`config.mk`:
```
export PLATFORM = sky130hd
export DESIGN_NAME = spi_master_fifo
export DESIGN_NICKNAME = d
export VERILOG_FILES = /design/src/rtl/spi_master_pkg.sv /design/src/rtl/spi_byte_fifo.sv /design/src/rtl/spi_shift_engine.sv /design/src/rtl/spi_master_fifo.sv
export SDC_FILE = /design/constraint.sdc
export NUM_CORES = 1
export LEC_CHECK = 0
export BUFFER_PORTS_ARGS = -buffer_cell sky130_fd_sc_hd__clkbuf_2
export CORE_MARGIN = 2
export CORE_UTILIZATION = 40
export DETAILED_ROUTE_END_ITERATION = 8
export PLACE_DENSITY = 0.54
export RECOVER_POWER = 25
export SLEW_MARGIN = 40
export SYNTH_ARGS = -nofsm -noshare
export SYNTH_HDL_FRONTEND = slang
export SYNTH_HIERARCHICAL = 1
export SYNTH_SLANG_ARGS = --single-unit
```
`constraint.sdc`:
```
create_clock -name clk -period 3.3 [get_ports clk]
set_input_delay 0.165 -clock clk [delete_from_list [all_inputs] [get_ports clk]]
set_output_delay 0.165 -clock clk [all_outputs]
set_load 0.01 [all_outputs]
```
`src/rtl/spi_master_pkg.sv`:
```
package spi_master_pkg;

    localparam int DIV_W  = 8;
    localparam int HOST_W = DIV_W + 3;

    localparam logic [1:0] A_DATA = 2'd0;
    localparam logic [1:0] A_STAT = 2'd1;
    localparam logic [1:0] A_CFG  = 2'd2;

    localparam int S_TXFULL  = 0;
    localparam int S_TXEMPTY = 1;
    localparam int S_RXFULL  = 2;
    localparam int S_RXEMPTY = 3;
    localparam int S_BUSY    = 4;
    localparam int S_DONE    = 5;
    localparam int S_COLL    = 6;

    localparam int C_CPOL  = DIV_W;
    localparam int C_CPHA  = DIV_W + 1;
    localparam int C_IRQEN = DIV_W + 2;

    typedef enum logic {
        ST_IDLE = 1'b0,
        ST_WORK = 1'b1
    } eng_st_e;

    typedef struct packed {
        logic [DIV_W-1:0] div;
        logic             cpol;
        logic             cpha;
        logic             irq_en;
        logic             done;
        logic             coll;
    } regs_t;

endpackage

```
`src/rtl/spi_byte_fifo.sv`:
```
module spi_byte_fifo #(
    parameter int W     = 8,
    parameter int DEPTH = 8
) (
    input  logic         clk,
    input  logic         rst_n,
    input  logic         push,
    input  logic [W-1:0] wdata,
    input  logic         pop,
    output logic [W-1:0] rdata,
    output logic         full,
    output logic         empty
);
    localparam int AW = (DEPTH > 1) ? $clog2(DEPTH) : 1;
    localparam int CW = AW + 1;

    typedef struct packed {
        logic [AW-1:0] wp;
        logic [AW-1:0] rp;
        logic [CW-1:0] cnt;
    } fifo_t;

    fifo_t        f_d, f_q;
    logic [W-1:0] mem_q [DEPTH];
    logic         do_push, do_pop;

    assign full    = (f_q.cnt == CW'(DEPTH));
    assign empty   = (f_q.cnt == '0);
    assign do_push = push && !full;
    assign do_pop  = pop && !empty;
    assign rdata   = mem_q[f_q.rp];

    always_comb begin
        f_d = f_q;
        if (do_push) begin
            f_d.wp = (f_q.wp == AW'(DEPTH - 1)) ? '0 : f_q.wp + 1'b1;
        end
        if (do_pop) begin
            f_d.rp = (f_q.rp == AW'(DEPTH - 1)) ? '0 : f_q.rp + 1'b1;
        end
        case ({do_push, do_pop})
            2'b10:   f_d.cnt = f_q.cnt + 1'b1;
            2'b01:   f_d.cnt = f_q.cnt - 1'b1;
            default: f_d.cnt = f_q.cnt;
        endcase
    end

    always_ff @(posedge clk or negedge rst_n) begin
        if (!rst_n) begin
            f_q <= '0;
        end else begin
            f_q <= f_d;
        end
    end

    always_ff @(posedge clk) begin
        if (do_push) begin
            mem_q[f_q.wp] <= wdata;
        end
    end

endmodule

```
`src/rtl/spi_shift_engine.sv`:
```
module spi_shift_engine
    import spi_master_pkg::*;
#(
    parameter int BITS = 8
) (
    input  logic             clk,
    input  logic             rst_n,
    input  logic             cpol,
    input  logic             cpha,
    input  logic [DIV_W-1:0] div,
    input  logic             tx_valid,
    input  logic [BITS-1:0]  tx_data,
    output logic             tx_pop,
    output logic             rx_push,
    output logic [BITS-1:0]  rx_data,
    output logic             busy,
    output logic             sclk,
    output logic             mosi,
    output logic             cs_n,
    input  logic             miso
);
    localparam int EDGES = 2 * BITS;
    localparam int LAST  = EDGES + 1;
    localparam int EW    = $clog2(LAST + 1);

    typedef struct packed {
        eng_st_e          st;
        logic [DIV_W-1:0] cnt;
        logic [EW-1:0]    edg;
        logic [BITS-1:0]  sh;
        logic             samp;
        logic             sclk;
        logic             cs_n;
    } eng_t;

    eng_t e_d, e_q;
    logic tick, lead, sample_now;

    assign tick       = (e_q.cnt == div);
    assign lead       = ~e_q.edg[0];
    assign sample_now = cpha ? ~lead : lead;

    assign rx_data = cpha ? {e_q.sh[BITS-2:0], e_q.samp} : e_q.sh;
    assign busy    = (e_q.st == ST_WORK);
    assign sclk    = e_q.sclk;
    assign mosi    = e_q.sh[BITS-1];
    assign cs_n    = e_q.cs_n;

    always_comb begin
        e_d     = e_q;
        tx_pop  = 1'b0;
        rx_push = 1'b0;
        case (e_q.st)
            ST_IDLE: begin
                e_d.sclk = cpol;
                e_d.cnt  = '0;
                e_d.edg  = '0;
                if (tx_valid) begin
                    tx_pop   = 1'b1;
                    e_d.sh   = tx_data;
                    e_d.cs_n = 1'b0;
                    e_d.st   = ST_WORK;
                end
            end
            ST_WORK: begin
                if (!tick) begin
                    e_d.cnt = e_q.cnt + 1'b1;
                end else begin
                    e_d.cnt = '0;
                    e_d.edg = e_q.edg + 1'b1;
                    if (e_q.edg < EW'(EDGES)) begin
                        e_d.sclk = ~e_q.sclk;
                        if (sample_now) begin
                            e_d.samp = miso;
                        end else if (!(cpha && e_q.edg == '0)) begin
                            e_d.sh = {e_q.sh[BITS-2:0], e_q.samp};
                        end
                    end
                    if (e_q.edg == EW'(LAST)) begin
                        rx_push = 1'b1;
                        e_d.edg = '0;
                        if (tx_valid) begin
                            tx_pop = 1'b1;
                            e_d.sh = tx_data;
                        end else begin
                            e_d.st   = ST_IDLE;
                            e_d.cs_n = 1'b1;
                        end
                    end
                end
            end
            default: e_d.st = ST_IDLE;
        endcase
    end

    always_ff @(posedge clk or negedge rst_n) begin
        if (!rst_n) begin
            e_q      <= '0;
            e_q.st   <= ST_IDLE;
            e_q.cs_n <= 1'b1;
        end else begin
            e_q <= e_d;
        end
    end

endmodule

```
`src/rtl/spi_master_fifo.sv`:
```
module spi_master_fifo
    import spi_master_pkg::*;
#(
    parameter int FIFO_DEPTH = 8,
    parameter int BITS       = 8
) (
    input  logic              clk,
    input  logic              rst_n,
    input  logic [1:0]        addr,
    input  logic              wr_en,
    input  logic [HOST_W-1:0] wr_data,
    input  logic              rd_en,
    output logic [HOST_W-1:0] rd_data,
    output logic              irq,
    output logic              sclk,
    output logic              cs_n,
    output logic              mosi,
    input  logic              miso
);
    regs_t             r_d, r_q;
    logic              tx_push, tx_pop, tx_full, tx_empty;
    logic              rx_push, rx_pop, rx_full, rx_empty;
    logic [BITS-1:0]   tx_head, rx_head, rx_byte;
    logic              eng_busy;
    logic [HOST_W-1:0] cfg_word, stat_word;

    spi_byte_fifo #(.W(BITS), .DEPTH(FIFO_DEPTH)) u_txq (
        .clk   (clk),
        .rst_n (rst_n),
        .push  (tx_push),
        .wdata (wr_data[BITS-1:0]),
        .pop   (tx_pop),
        .rdata (tx_head),
        .full  (tx_full),
        .empty (tx_empty)
    );

    spi_byte_fifo #(.W(BITS), .DEPTH(FIFO_DEPTH)) u_rxq (
        .clk   (clk),
        .rst_n (rst_n),
        .push  (rx_push),
        .wdata (rx_byte),
        .pop   (rx_pop),
        .rdata (rx_head),
        .full  (rx_full),
        .empty (rx_empty)
    );

    spi_shift_engine #(.BITS(BITS)) u_eng (
        .clk      (clk),
        .rst_n    (rst_n),
        .cpol     (r_q.cpol),
        .cpha     (r_q.cpha),
        .div      (r_q.div),
        .tx_valid (!tx_empty),
        .tx_data  (tx_head),
        .tx_pop   (tx_pop),
        .rx_push  (rx_push),
        .rx_data  (rx_byte),
        .busy     (eng_busy),
        .sclk     (sclk),
        .mosi     (mosi),
        .cs_n     (cs_n),
        .miso     (miso)
    );

    always_comb begin
        cfg_word          = '0;
        cfg_word[DIV_W-1:0] = r_q.div;
        cfg_word[C_CPOL]  = r_q.cpol;
        cfg_word[C_CPHA]  = r_q.cpha;
        cfg_word[C_IRQEN] = r_q.irq_en;

        stat_word            = '0;
        stat_word[S_TXFULL]  = tx_full;
        stat_word[S_TXEMPTY] = tx_empty;
        stat_word[S_RXFULL]  = rx_full;
        stat_word[S_RXEMPTY] = rx_empty;
        stat_word[S_BUSY]    = eng_busy;
        stat_word[S_DONE]    = r_q.done;
        stat_word[S_COLL]    = r_q.coll;
    end

    always_comb begin
        r_d     = r_q;
        tx_push = 1'b0;
        if (wr_en) begin
            case (addr)
                A_DATA: begin
                    if (tx_full) r_d.coll = 1'b1;
                    else         tx_push  = 1'b1;
                end
                A_STAT: begin
                    if (wr_data[S_DONE]) r_d.done = 1'b0;
                    if (wr_data[S_COLL]) r_d.coll = 1'b0;
                end
                A_CFG: begin
                    if (!eng_busy) begin
                        r_d.div    = wr_data[DIV_W-1:0];
                        r_d.cpol   = wr_data[C_CPOL];
                        r_d.cpha   = wr_data[C_CPHA];
                        r_d.irq_en = wr_data[C_IRQEN];
                    end
                end
                default: ;
            endcase
        end
        if (rx_push) begin
            r_d.done = 1'b1;
        end
    end

    always_ff @(posedge clk or negedge rst_n) begin
        if (!rst_n) begin
            r_q <= '0;
        end else begin
            r_q <= r_d;
        end
    end

    assign rx_pop = rd_en && (addr == A_DATA) && !rx_empty;
    assign irq    = r_q.done && r_q.irq_en;

    always_comb begin
        case (addr)
            A_DATA:  rd_data = HOST_W'(rx_head);
            A_STAT:  rd_data = stat_word;
            A_CFG:   rd_data = cfg_word;
            default: rd_data = '0;
        endcase
    end

endmodule

```
Word-level counts from Yosys, hierarchy flattened
Memories as Yosys holds them, arrays and structs flattened.
Cells that the tools add are included.
Widths: inputs -> output; s select.

operators by class
  add/subtract/negate cells = 10
  $lt $le $gt $ge = 1
  eq/ne operators = 21
  multiplexer cells = 46
  bitwise gates (word level) = 3
  reductions and logical operators = 29

operators by type and width
  kind                 count
  $mux 8               6
  $pmux 22 s2          1
  $pmux 11 s3          1
  $mux 1               25
  $mux 16              1
  $pmux 4 s2           2
  $ne 2x2->1 const B   7
  $mux 13              1
  $add 3x1->3 const B  4
  $eq 3x3->1 const B   4
  $mux 3               4
  $reduce_and 4->1     3
  $reduce_bool 2->1    6
  $mux 10              1
  $add 4x1->4 const B  2
  $add 8x1->8 const B  1
  $eq 4x4->1 const B   2
  $eq 8x8->1           1
  $logic_and 1x1->1    8
  $logic_not 4->1      2
  $sub 4x1->4 const B  2
  $eq 2x1->1 const B   3
  $eq 2x2->1 const B   3
  $reduce_and 3->1     2
  11 further kinds     18

word-level totals
  bits in registers = 58
  memory bits (writable) = 128
  bits of input ports = 18
  word-level logic and storage cells = 131
  memories kept = 2

memories
  name         depth  width  read ports  clocked after Yosys merged registers in  write ports  RTL line             RTL
  u_rxq.mem_q  8      8      1           0                                        1            spi_byte_fifo.sv:24  logic [W-1:0] mem_q [DEPTH];
  u_txq.mem_q  8      8      1           0                                        1            spi_byte_fifo.sv:24

Depth between registers and ports, before layout
Gate-level depths: netlist of the first run.

  word-level depth = 9
  mapped depth = 14
  mapped depth without buffers = 12

By module
Netlist of the first run, hierarchy kept.

modules (own cells, without submodules)
  module                  instances  cells each  area an instance (µm²)
  spi_byte_fifo at u_txq  1          161         3179.3
  spi_byte_fifo at u_rxq  1          162         3176.8
  spi_shift_engine        1          174         1627.8
  spi_master_fifo         1          60          775.7

Worst setup path before layout of the first run
Ideal clock, no wire load.

  path kind = register to register
  from = register u_txq/f_q[2] (netlist bit)
  to = register u_txq/f_q[3] (netlist bit)
  library setup time = 0.134 ns
  arrival = 3.397 ns
  data required time = 3.166 ns
  slack = -0.230 ns
  stages on the path, launching flop included = 14
  buffers on the path = 1
  path through = dfrtp_1 > nor4_1 > inv_1 > nor2b_1 > buf_1 > a41oi_1 > inv_1 > o41ai_2 > inv_1 > ha_1 > ha_1 > or4b_2 > o311ai_0 > o211ai_1

between the ends
  cells in the longest elaborated chain, start to end = 8
  elaborated cells on any way between the ends = 19
  classes of those cells = 2 x add/sub; 3 x eq/ne; 8 x mux; 6 x reduce/logical

RTL lines
  item                                                    RTL line                                        RTL
  start, declared                                         spi_byte_fifo.sv:23                             fifo_t f_d, f_q;
  start signal, assigned                                  spi_byte_fifo.sv:50                             f_q <= '0;
  start signal, assigned                                  spi_byte_fifo.sv:52                             f_q <= f_d;
  $logic_not 4->1 *                                       spi_byte_fifo.sv:28                             assign empty = (f_q.cnt == '0);
  net tx_empty                                            spi_master_fifo.sv:21                           logic tx_push, tx_pop, tx_full, tx_empty;
  $mux 1 *                                                spi_shift_engine.sv:58, spi_shift_engine.sv:82
  $mux 1                                                  spi_shift_engine.sv:79                          if (e_q.edg == EW'(LAST)) begin
  $mux 1                                                  spi_shift_engine.sv:66                          if (!tick) begin
  $pmux 1 s2 *                                            spi_shift_engine.sv:53                          case (e_q.st)
  net tx_pop                                              spi_master_fifo.sv:21
  $logic_and 1x1->1 *                                     spi_byte_fifo.sv:30                             assign do_pop = pop && !empty;
  net u_txq.do_pop                                        spi_byte_fifo.sv:25                             logic do_push, do_pop;
  $eq 2x1->1 / $eq 2x2->1 (equally long branches)         spi_byte_fifo.sv:41                             case ({do_push, do_pop})
  $pmux 4 s2 / $reduce_bool 2->1 (equally long branches)  --

Mark *: on every way through the listed nets, which the timed path passes. The rest lies on a longest branch.
A chain may end at the register's enable or synchronous reset.

Final worst setup path of the first run
  from = register u_txq/f_q[3] (netlist bit)
  to = register u_txq/f_q[3] (netlist bit)

Same word-level chain as after synthesis.

==> results of run 1 <==
cell type report:
class,instances,area [um2],area share [%]
sequential,186,5300,52.6
timing repair buffer,73,464,4.61
multi-input combinational,328,3300,32.8
clock buffer,20,457,4.54
inverter,19,71.3,0.709
clock inverter,12,124,1.23
tap,280,350,3.48
repair_timing:
action / CTS / global route
gates resized for setup: 2 / 4
buffers inserted: 0 / 4
hold endpoints to repair: 27 / 0
pin swaps: 0 / 3
endpoints found under the setup margin: 1 / 2
hold buffers: 5 / 0
synthesized netlist by cell type (3+ instances only):
master	number	share of area, %
inv_1	19	0.81
o211ai_1	3	0.26
and2_1	5	0.36
nand2b_1	6	0.43
a22oi_1	8	0.69
o2bb2ai_1	15	1.5
nand3_1	16	0.91
clkbuf_1	10	0.43
mux4_2	16	4.1
dfrtp_1	57	16
xnor2_1	6	0.60
mux2_1	7	0.90
buf_6	3	0.39
a21o_1	3	0.26
xor2_1	14	1.4
buf_2	6	0.34
nand2_1	12	0.51
o21ai_0	3	0.17
nor2b_1	5	0.36
nor4_1	4	0.29
nor3b_1	7	0.60
mux4_1	16	4.8
nor2_1	39	1.7
mux2i_1	9	1.0
ha_1	18	2.6
nor3_1	13	0.74
edfxtp_1	128	44
a21oi_1	9	0.51
mux2_4	26	4.5
a211oi_1	16	1.4
mux2_2	15	1.9
and3_1	4	0.29
buf_1	3	0.13
per-layer routing:
| metal | wire length (um) | vias to the layer above | GRT usage [%] | share of wire, % |
|---|---|---|---|---|
| met5 | 0 | - | 0 | 0 |
| met4 | 491 | 0 | 6.50 | 2.6 |
| met3 | 688 | 27 | 3.19 | 3.6 |
| met2 | 9570 | 92 | 28.4 | 50 |
| met1 | 8370 | 2580 | 22.7 | 44 |
| li1 | - | 2325 | - | - |
worst max-delay path, delay by kind of cell, from the launching register on:
kind	cells	cell delay (ns)
simple gates	3	1.14
fa+ha+maj	2	0.61
compound gates	4	0.58
flops	1	0.46
buf+inv	3	0.30
cell families after synthesis:
family	count (synthesis)
buffers and inverters	43
adders and majority gates	20
DFF	186
muxes	89
and+or+nand+nor	127
xor gates and xnor gates	20
AOI/OAI and AO/OA	72
flip-flops by register name, indices dropped and copies added (netlist names):
register and cells:
u_eng/busy 1, cfg_word 11, u_rxq/mem_q 64, u_txq/mem_q 64
u_txq/f_q 10, u_rxq/f_q 10, u_eng/cs_n 1, u_eng/mosi 1
r_q 2, u_eng/e_q 21, u_eng/sclk 1
layout by cell type, fill, tap and decap left out, types with 3 or more instances in the layout:
master / netlist / final
o2bb2ai_1: 15 / 15
nor2b_1: 5 / 5
ha_1: 18 / 16
inv_1: 19 / 18
xnor2_1: 6 / 6
and3_1: 4 / 4
o21ai_0: 3 / 3
o211ai_1: 3 / 3
dfrtp_1: 57 / 55
edfxtp_1: 128 / 128
inv_6: 0 / 5
nand2_1: 12 / 12
nor2_1: 39 / 39
buf_4: 0 / 33
mux2_4: 26 / 26
a21o_1: 3 / 3
mux2_2: 15 / 15
nor3b_1: 7 / 7
xor2_1: 14 / 14
a21oi_1: 9 / 9
nor4_4: 2 / 3
clkinvlp_4: 0 / 3
nor3_1: 13 / 13
mux4_1: 16 / 16
mux2_1: 7 / 7
clkbuf_16: 0 / 17
clkbuf_1: 10 / 13
nor4_1: 4 / 3
mux2i_1: 9 / 9
mux4_2: 16 / 16
dlygate4sd3_1: 0 / 5
nand3_1: 16 / 16
and2_1: 5 / 3
a211oi_1: 16 / 16
clkbuf_2: 0 / 22
nand2b_1: 6 / 6
a22oi_1: 8 / 8
power by group:
group | internal [mW] | switching, mW | total, mW
Clock | 1.10 | 0.912 | 2.01
Combinational | 0.856 | 0.868 | 1.72
Sequential | 2.86 | 0.436 | 3.29
metrics by stage:
step	utilization, %	instances	setup TNS, ns
finish	46.4	918	0
global route	46.4	918	-0.0415
CTS	46.2	913	0
detailed placement	43.2	876	0
global placement	43.2	876	0
floorplan	-	557	0
worst max-delay path by stage:
stage	start	end	slack, ns	depth (start not counted)
3_5_place_dp	u_txq/f_q[2]	u_txq/f_q[3]	0.04	12
4_1_cts	u_txq/f_q[2]	u_txq/f_q[3]	0.04	12
5_1_grt	u_eng/e_q[16]	u_txq/f_q[3]	-0.04	12
3_3_place_gp	u_txq/f_q[2]	u_txq/f_q[3]	0.14	12
2_1_floorplan	u_txq/f_q[2]	u_txq/f_q[3]	0.008	13
6_report	u_txq/f_q[3]	u_txq/f_q[3]	0.08	12
==> parameters.txt, run 1 <==
Parameter                              Value

Floorplan
  Number of standard-cell rows in the floorplan    54
  Io pins    33
  Horizontal die dimension    152 um
  Starting density of the core    40.4%
  Area of the die    23,100 um2
  Area inside the core boundary    21,700 um2
  Floorplan die height    152 um

Timing
  Tightest slew margin relative to the limit    -1.93%
  Setup repair after global routing missed its margin    true
  Total count of hold-check failures in the final report    0
  Post-layout minimum cycle time    3.22 ns
  Number of failing setup endpoints in the final timing report    0
  Hold WS    0.119 ns
  Worst Skew    0.0141 ns
  Top achievable clock speed    311 MHz
  Worst Tran Pin Value    1.53 ns
  Period utilization    97.5%
  Pins Over Slew Limit    26
  Final worst setup slack    0.0829 ns

Flow run
  Max-Cap Viols    1

Worst setup path
  Reg2reg path depth    12
  Worst r2r src    u_txq/f_q[3]
  Slowest cell on crit path    or4b_2
  Most repeated library cell on the critical path    inv_1
  Crit end category    flop
  List of cells traversed by the critical path    nor4_4 -> inv_2 -> nor2b_1 -> a41oi_2 -> inv_1 -> o41ai_2 -> inv_1 -> ha_2 -> ha_1 -> or4b_2 -> o311ai_0 -> o211ai_1
  Largest stage delay on the critical path    0.66 ns
  Top fanout value on the critical path    9
  Startpoint class of the critical path    flop
  Worst reg-to-reg setup slack    0.08 ns
  Type of the worst setup path    flop to flop
  Endpoint of the worst register-to-register path    u_txq/f_q[3]
  Critical Path RT    3.59 ns
  Critical path data arrival time    3.51 ns

Layout
  Layout cell share with drive strength beyond 1    25.9%
  Filler Cell Count    1,884
  Post-route standard cell area excluding fillers    10,100 um2
  Layout overhead on the synthesized area    14.9%
  Antenna diodes    0
  Number of nets at the end of the flow    663

Placed design
  Worst slack at placement    0.0417 ns
  DP Wirelength    13,200 um
  Number of port buffers    32
  Cell area after placement    9370 um2
  Weighted congestion reported at the end of routability-driven placement    0.843

Worst hold path
  Min-delay worst type    input port to flop
  Hold-critical path depth    3
  Hold Crit Start    wr_en
  Worst Hold End    r_q[1]

Detailed routing
  Total via count in the routed design    5,024
  Routed wire length    19,100 um
  Post-DR vias/cell    5.47
  Initial DRC Count    319
  Remaining routing DRC violations    0
  Post-detailed-route wirelength per cell    20.8 um
  Antenna-violating nets left    0
  Detailed Routing Iterations Pass 1    4

Outcome
  Failing checks    max-capacitance violations, max-slew violations
  Status    finished with violations

Yosys
  Complex-gate fraction of the synthesized area    6.33%
  Most common flop cell mapped by yosys    edfxtp_1
  Number of distinct library cell variants in the gate-level netlist after synthesis    56
  Synthesized-area fraction occupied by xor and xnor cells    2.00%
  Flip-flop and latch count after synthesis    186
  Post-synthesis net count    595
  Number of flops mapped to enable cells by yosys    128
  Post-synthesis cell count    557
  FFs w/ async S/R, synth    31.2%
  Proportion of synthesized area in mux cells    17.2%
  Simple-Gate Fraction of Synth Area    8.40%
  Avg Synthesized Cell Area    15.7 um2
  Sequential area share after synthesis    60.5%
  Combinational family with the most area after synthesis    multiplexers
  Total number of yosys warnings    6
  Adder-cell share of the synthesized area    3.03%
  Post-synth design cell area    8760 um2

Clocking
  Number of H-tree levels    4
  TritonCTS clock tree    yes
  Clock latency reported for the late side of the worst-skew pair    0.43 ns
  Max clock buf depth    2
  Clock slew at reported path FFs    0.07 ns
  CTS Root Buffer Type    clkbuf_16
  Number of sinks on the clock net    186
  Clock buffer count from CTS    17

Pwr
  Max VDD drop    0.389 mV
  Reported leakage power    3.78 nW
  PD cells    699 nW/um2
  Overall power consumption    7.03 mW

Global routing
  Via count of the first global-routing pass    5,290
  Antenna violations before repair    0
  First-pass GRT wire length    30,400 um
  Overall fraction of global-route tracks in use    17.2%
  Overall overflow remaining after global route    0
  Largest net degree at the start of global routing    35
Power figures use the tool's default switching activity.
==> inputs of run 2 (changes only) <==
--- a/config.mk
+++ b/config.mk
@@ -9,7 +9,7 @@
 export CORE_MARGIN = 2
 export CORE_UTILIZATION = 40
 export DETAILED_ROUTE_END_ITERATION = 8
-export PLACE_DENSITY = 0.54
+export PLACE_DENSITY_LB_ADDON = 0.1
 export RECOVER_POWER = 25
 export SLEW_MARGIN = 40
 export SYNTH_ARGS = -nofsm -noshare
==> parameters.txt, run 2 (synthesized netlist as in run 1, its figures left out) <==
Parameter                              Value

Global routing
  Overall overflow remaining after global route    0 (unchanged)
  First-pass GRT wire length    29,900 um (-1.8%)
  Largest net degree at the start of global routing    32 (-8.6%)
  Via count of the first global-routing pass    5,114 (-3.3%)
  Antenna violations before repair    0 (unchanged)
  Overall fraction of global-route tracks in use    17.1% (-0.083 points)

Detailed routing
  Remaining routing DRC violations    0 (unchanged)
  Detailed Routing Iterations Pass 1    5 (+1)
  Routed wire length    19,000 um (-0.75%)
  Post-detailed-route wirelength per cell    20.6 um (-1.1%)
  Antenna-violating nets left    0 (unchanged)
  Initial DRC Count    369 (+16%)
  Post-DR vias/cell    5.48 (+0.17%)
  Total via count in the routed design    5,049 (+0.50%)

Pwr
  PD cells    691 nW/um2 (-1.1%)
  Internal power consumption    4.73 mW (-1.8%)
  Combinational power share    25.0% (+0.5 points)
  Overall power consumption    6.95 mW (-1.2%)
  Max VDD drop    0.335 mV (-14%)
  Reported leakage power    3.78 nW (+0.12%)
  Switching pwr    2.22 mW (about the same)
  Sequential Power Share    46.9% (about the same)
  Switching Fraction    31.9% (+0.38 points)
  Share of power burned in the clock network    28.0% (-0.6 points)

Timing
  Tightest slew margin relative to the limit    -14.9% (-13 points)
  Number of failing setup endpoints in the final timing report    0 (unchanged)
  Total count of hold-check failures in the final report    0 (unchanged)
  Hold WS    0.0750 ns (-0.0442 ns)
  Worst Tran Pin Value    1.72 ns (+0.194 ns)
  Post-layout minimum cycle time    3.09 ns (-0.127 ns)
  Top achievable clock speed    324 MHz (+4.1%)
  Period utilization    93.6% (-3.8 points)
  Worst Skew    0.0139 ns (-0.000257 ns)
  Setup tns final    0 ns (unchanged)
  Pins Over Slew Limit    29 (+12%)
  Setup repair after global routing missed its margin    false
  Final worst setup slack    0.210 ns (+0.127 ns)

Layout
  Filler Cell Count    1,879 (-0.27%)
  Final std cells w/o fill    921 (+0.33%)
  Most common cell after layout, fill and taps aside    edfxtp_1
  Largest registers    u_rxq/mem_q x64, u_txq/mem_q x64, u_eng/e_q x21
  Most frequent cells in the layout    128 x edfxtp_1, 54 x dfrtp_1, 39 x buf_4
  Final cell utilization of the core    46.4% (about the same)
  Post-route standard cell area excluding fillers    10,100 um2 (about the same)
  Layout cell share with drive strength beyond 1    26.1% (+0.19 points)
  Antenna diodes    0 (unchanged)
  Number of nets at the end of the flow    666 (+0.45%)
  Layout overhead on the synthesized area    14.8% (about the same)

Worst hold path
  Worst Hold End    r_q[1]
  Hold-critical path depth    3 (unchanged)
  Hold Crit Start    wr_en
  Min-delay worst type    input port to flop

Worst setup path
  Endpoint of the worst register-to-register path    u_txq/f_q[3]
  Type of the worst setup path    flop to flop
  Reg2reg path depth    10 (-2)
  Top fanout value on the critical path    9 (unchanged)
  Critical path data arrival time    3.39 ns (-0.12 ns)
  Worst r2r src    u_txq/f_q[0]
  Critical Path RT    3.60 ns (about the same)
  Crit end category    flop
  Startpoint class of the critical path    flop
  Worst reg-to-reg setup slack    0.21 ns (+0.13 ns)

Outcome
  Status    finished with violations
  Failing checks    max-capacitance violations, max-slew violations

Floorplan
  Number of standard-cell rows in the floorplan    54 (unchanged)
  Starting density of the core    40.4% (unchanged)
  Area inside the core boundary    21,700 um2 (unchanged)
  Area of the die    23,100 um2 (unchanged)
  Io pins    33 (unchanged)
  Horizontal die dimension    152 um (unchanged)
  Floorplan die height    152 um (unchanged)

Clocking
  Number of H-tree levels    4 (unchanged)
  Clock latency reported for the late side of the worst-skew pair    0.44 ns (about the same)
  CTS Root Buffer Type    clkbuf_16
  Max clock buf depth    2 (unchanged)
  Clock buffer count from CTS    17 (unchanged)
  TritonCTS clock tree    yes
  Number of sinks on the clock net    186 (unchanged)
  Clock slew at reported path FFs    0.08 ns (about the same)

Placed design
  Worst slack at placement    0.0269 ns (-0.0149 ns)
  Placed cell count    880 (+0.46%)
  Number of port buffers    32 (unchanged)
  Weighted congestion reported at the end of routability-driven placement    0.814 (-3.5%)
  DP Wirelength    13,100 um (-0.46%)
  Cell area after placement    9400 um2 (+0.32%)

Flow run
  Max-Cap Viols    1 (unchanged)
==> run 2: per-layer routing <==
| layer | routed length [um] | up-vias | global-route usage [%] |
|---|---|---|---|
| met5 | 0 | - | 0 |
| met4 | 318 | 0 | 5.30 |
| met3 | 534 | 29 | 3.62 |
| met2 | 9510 | 97 | 28.5 |
| met1 | 8620 | 2598 | 22.6 |
| li1 | - | 2325 | - |
==> run 2: worst max-delay path by stage <==
stage                    to  slack, ns  cells past startpoint           from
6_report       u_txq/f_q[3]       0.21                     10   u_txq/f_q[0]
5_1_grt        u_rxq/f_q[3]      0.003                     10  u_eng/e_q[20]
3_5_place_dp   u_txq/f_q[3]       0.03                      9   u_txq/f_q[0]
4_1_cts        u_txq/f_q[3]       0.01                     12   u_txq/f_q[2]
2_1_floorplan  u_txq/f_q[3]      0.008                     13   u_txq/f_q[2]
3_3_place_gp   u_txq/f_q[3]       0.10                      9   u_txq/f_q[0]
==> run 2: power groups by stage <==
stage	Sequential (mW)	Clock, mW	Combinational, mW
2_1_floorplan	3.13	0	1.32
3_3_place_gp	3.28	0	1.67
3_5_place_dp	3.30	0	1.71
4_1_cts	3.25	2.00	1.73
5_1_grt	3.31	2.09	1.92
6_report	3.26	1.95	1.74
==> run 2: layout make-up <==
cell class / instances / area [um2] / area share [%]
clock inverters: 13 / 109 / 1.08
clock buffers: 19 / 454 / 4.52
inverters: 19 / 71.3 / 0.709
flip-flops and latches: 186 / 5300 / 52.7
multi-input cells: 328 / 3280 / 32.7
repair buffers: 76 / 488 / 4.85
well taps: 280 / 350 / 3.48
==> run 2: critical path, stage by stage (launching register included) <==
cell and delay, ns:
dfrtp_2 0.45, buf_4 0.15, or4b_4 0.53, inv_1 0.15
nor3_2 0.10, nand2_4 0.14, ha_2 0.30, ha_4 0.25
or4b_2 0.63, o311ai_0 0.13, o211ai_1 0.13
==> run 2: repair_timing <==
action                                  4_1_cts  5_1_grt
gates resized for setup                       1        5
endpoints found under the hold margin        31        0
buffers inserted                              0        4
pin swaps                                     0        1
hold buffers                                  5        0
endpoints found under the setup margin        1        2
==> inputs of run 3 (changes only) <==
--- a/config.mk
+++ b/config.mk
@@ -9,6 +9,7 @@
 export CORE_MARGIN = 2
 export CORE_UTILIZATION = 40
 export DETAILED_ROUTE_END_ITERATION = 8
+export MAX_ROUTING_LAYER = met4
 export PLACE_DENSITY_LB_ADDON = 0.1
 export RECOVER_POWER = 25
 export SLEW_MARGIN = 40
==> parameters.txt, run 3 (synthesized netlist as in run 1, its figures left out) <==
Parameter                              Value

Detailed routing
  Initial DRC Count    373 (+1.1%)
  Total via count in the routed design    5,018 (-0.61%)
  Remaining routing DRC violations    0 (unchanged)
  Antenna-violating nets left    0 (unchanged)
  Detailed Routing Iterations Pass 1    4 (-1)
  Amount of wire on met2 after detailed routing    9500 um (about the same)
  Wire length on met3    491 um (-8.1%)
  Highest metal layer used by the detailed router    met4
  Routed wire length    19,000 um (-0.14%)
  Post-DR vias/cell    5.45 (-0.61%)
  Routed met1 length    8690 um (+0.86%)
  Post-detailed-route wirelength per cell    20.6 um (-0.14%)

Placed design
  DP Wirelength    13,100 um (unchanged)
  Placed cell count    880 (unchanged)
  Number of port buffers    32 (unchanged)
  Weighted congestion reported at the end of routability-driven placement    0.826 (+1.5%)

Timing
  Total count of hold-check failures in the final report    0 (unchanged)
  Setup repair after global routing missed its margin    false
  Post-layout minimum cycle time    3.10 ns (+0.0109 ns)
  Number of failing setup endpoints in the final timing report    0 (unchanged)
  Worst Skew    0.0169 ns (+0.00307 ns)
  Tightest slew margin relative to the limit    -15.6% (-0.68 points)
  Pins Over Slew Limit    29 (unchanged)
  Worst Tran Pin Value    1.73 ns (+0.0102 ns)
  Period utilization    94.0% (+0.33 points)
  Top achievable clock speed    322 MHz (-0.35%)
  Setup tns final    0 ns (unchanged)

Global routing
  Antenna violations before repair    0 (unchanged)
  Overall fraction of global-route tracks in use    17.7% (+0.55 points)
  Largest net degree at the start of global routing    32 (unchanged)
  Overall overflow remaining after global route    0 (unchanged)
  Via count of the first global-routing pass    5,103 (-0.22%)
  First-pass GRT wire length    30,000 um (+0.28%)

Worst setup path
  Startpoint class of the critical path    flop
  Critical Path RT    3.60 ns (about the same)
  List of cells traversed by the critical path    buf_4 -> or4b_4 -> inv_1 -> nor3_2 -> nand2_4 -> ha_2 -> ha_4 -> or4b_2 -> o311ai_0 -> o211ai_1
  Slowest cell on crit path    or4b_2
  Crit end category    flop
  Type of the worst setup path    flop to flop
  Largest stage delay on the critical path    0.63 ns (about the same)
  Critical path data arrival time    3.40 ns (about the same)
  Top fanout value on the critical path    9 (unchanged)
  Reg2reg path depth    10 (unchanged)

Layout
  Most frequent cells in the layout    128 x edfxtp_1, 54 x dfrtp_1, 39 x buf_4
  Antenna diodes    0 (unchanged)
  Largest registers    u_rxq/mem_q x64, u_txq/mem_q x64, u_eng/e_q x21
  Number of nets at the end of the flow    666 (unchanged)
  Final std cells w/o fill    921 (unchanged)
  Layout cell share with drive strength beyond 1    26.1% (unchanged)
  Most common cell after layout, fill and taps aside    edfxtp_1
  Layout overhead on the synthesized area    14.8% (unchanged)

Floorplan
  Starting density of the core    40.4% (unchanged)
  Area inside the core boundary    21,700 um2 (unchanged)
  Io pins    33 (unchanged)
  Floorplan die height    152 um (unchanged)
  Number of standard-cell rows in the floorplan    54 (unchanged)
  Horizontal die dimension    152 um (unchanged)
  Area of the die    23,100 um2 (unchanged)

Clocking
  CTS Root Buffer Type    clkbuf_16
  Clock slew at reported path FFs    0.08 ns (about the same)
  TritonCTS clock tree    yes
  Number of H-tree levels    4 (unchanged)
  Number of sinks on the clock net    186 (unchanged)
  Clock latency reported for the late side of the worst-skew pair    0.44 ns (about the same)
  Clock buffer count from CTS    17 (unchanged)
  Max clock buf depth    2 (unchanged)

Pwr
  Internal power consumption    4.73 mW (about the same)
  Switching Fraction    32.0% (+0.072 points)
  PD cells    692 nW/um2 (+0.11%)
  Reported leakage power    3.78 nW (unchanged)
  Sequential Power Share    46.9% (about the same)
  Share of power burned in the clock network    28.1% (about the same)
  Combinational power share    25.0% (about the same)
  Max VDD drop    0.336 mV (about the same)
  Switching pwr    2.22 mW (+0.33%)

Worst hold path
  Hold-critical path depth    3 (unchanged)
  Min-delay worst type    input port to flop

Outcome
  Status    finished with violations
  Failing checks    max-capacitance violations, max-slew violations

Flow run
  Max-Cap Viols    1 (unchanged)
-- run 3: cell counts in the layout (fill, tap and decap cells not counted) --
No cell type changed its count.
-- run 3: per-stage QoR --
step	setup slack, ns	power [mW]	cell area [um2]	hold slack, ns	util, %
floorplan	0.00809	4.45	8780	-0.131	-
global placement	0.104	4.95	9400	0.263	43.3
detailed placement	0.0269	5.01	9400	0.260	43.3
CTS	0.0133	6.98	10000	0.0508	46.2
global route	0.00297	7.33	10100	0.0786	46.4
finish	0.199	6.96	10100	0.0736	46.4
-- run 3: worst paths after layout --
kind,from,endpoint,slack [ns]
max in group asynchronous,rst_n,u_eng/cs_n,1.27
hold reg to reg,r_q[1],r_q[1],0.52
hold / removal,wr_en,r_q[1],0.07
min in group asynchronous,rst_n,u_txq/f_q[7],0.74
setup / recovery,u_txq/f_q[0],u_txq/f_q[3],0.20
setup reg to reg,u_txq/f_q[0],u_txq/f_q[3],0.20
-- run 3: what timing repair did --
item	in CTS	in global routing
endpoints found under the hold margin	31	0
pin swaps	0	1
gates resized for setup	1	5
setup buffers	0	4
hold buffers	5	0
cloned	0	0
setup endpoints to repair	1	2
-- run 3: cell type report --
class	count	area, um2
sequential	186	5300
timing repair buffer	76	488
multi-input combinational	328	3280
tap	280	350
fill	1879	11600
clock buffer	19	454
inverter	19	71.3
clock inverter	13	109
-- run 3: worst max-delay path, delay by kind of cell (launching register included) --
kind | cells | cell delay [ns]
buf+inv | 2 | 0.30
flops | 1 | 0.45
simple gates | 4 | 1.40
compound gates | 2 | 0.26
fa+ha+maj | 2 | 0.56
-- run 3: power groups by stage --
stage | clock, mW | combinational (mW) | sequential (mW)
global route | 2.09 | 1.92 | 3.31
detailed placement | 0 | 1.71 | 3.30
global placement | 0 | 1.67 | 3.28
finish | 1.95 | 1.74 | 3.26
floorplan | 0 | 1.32 | 3.13
CTS | 2.00 | 1.73 | 3.25
-- run 3: metal layers --
metal  track usage, %  up-vias
met5                -        -
met4             5.30        0
met3             3.57       21
met2             28.4       73
met1             22.8     2595
li1                 -     2329
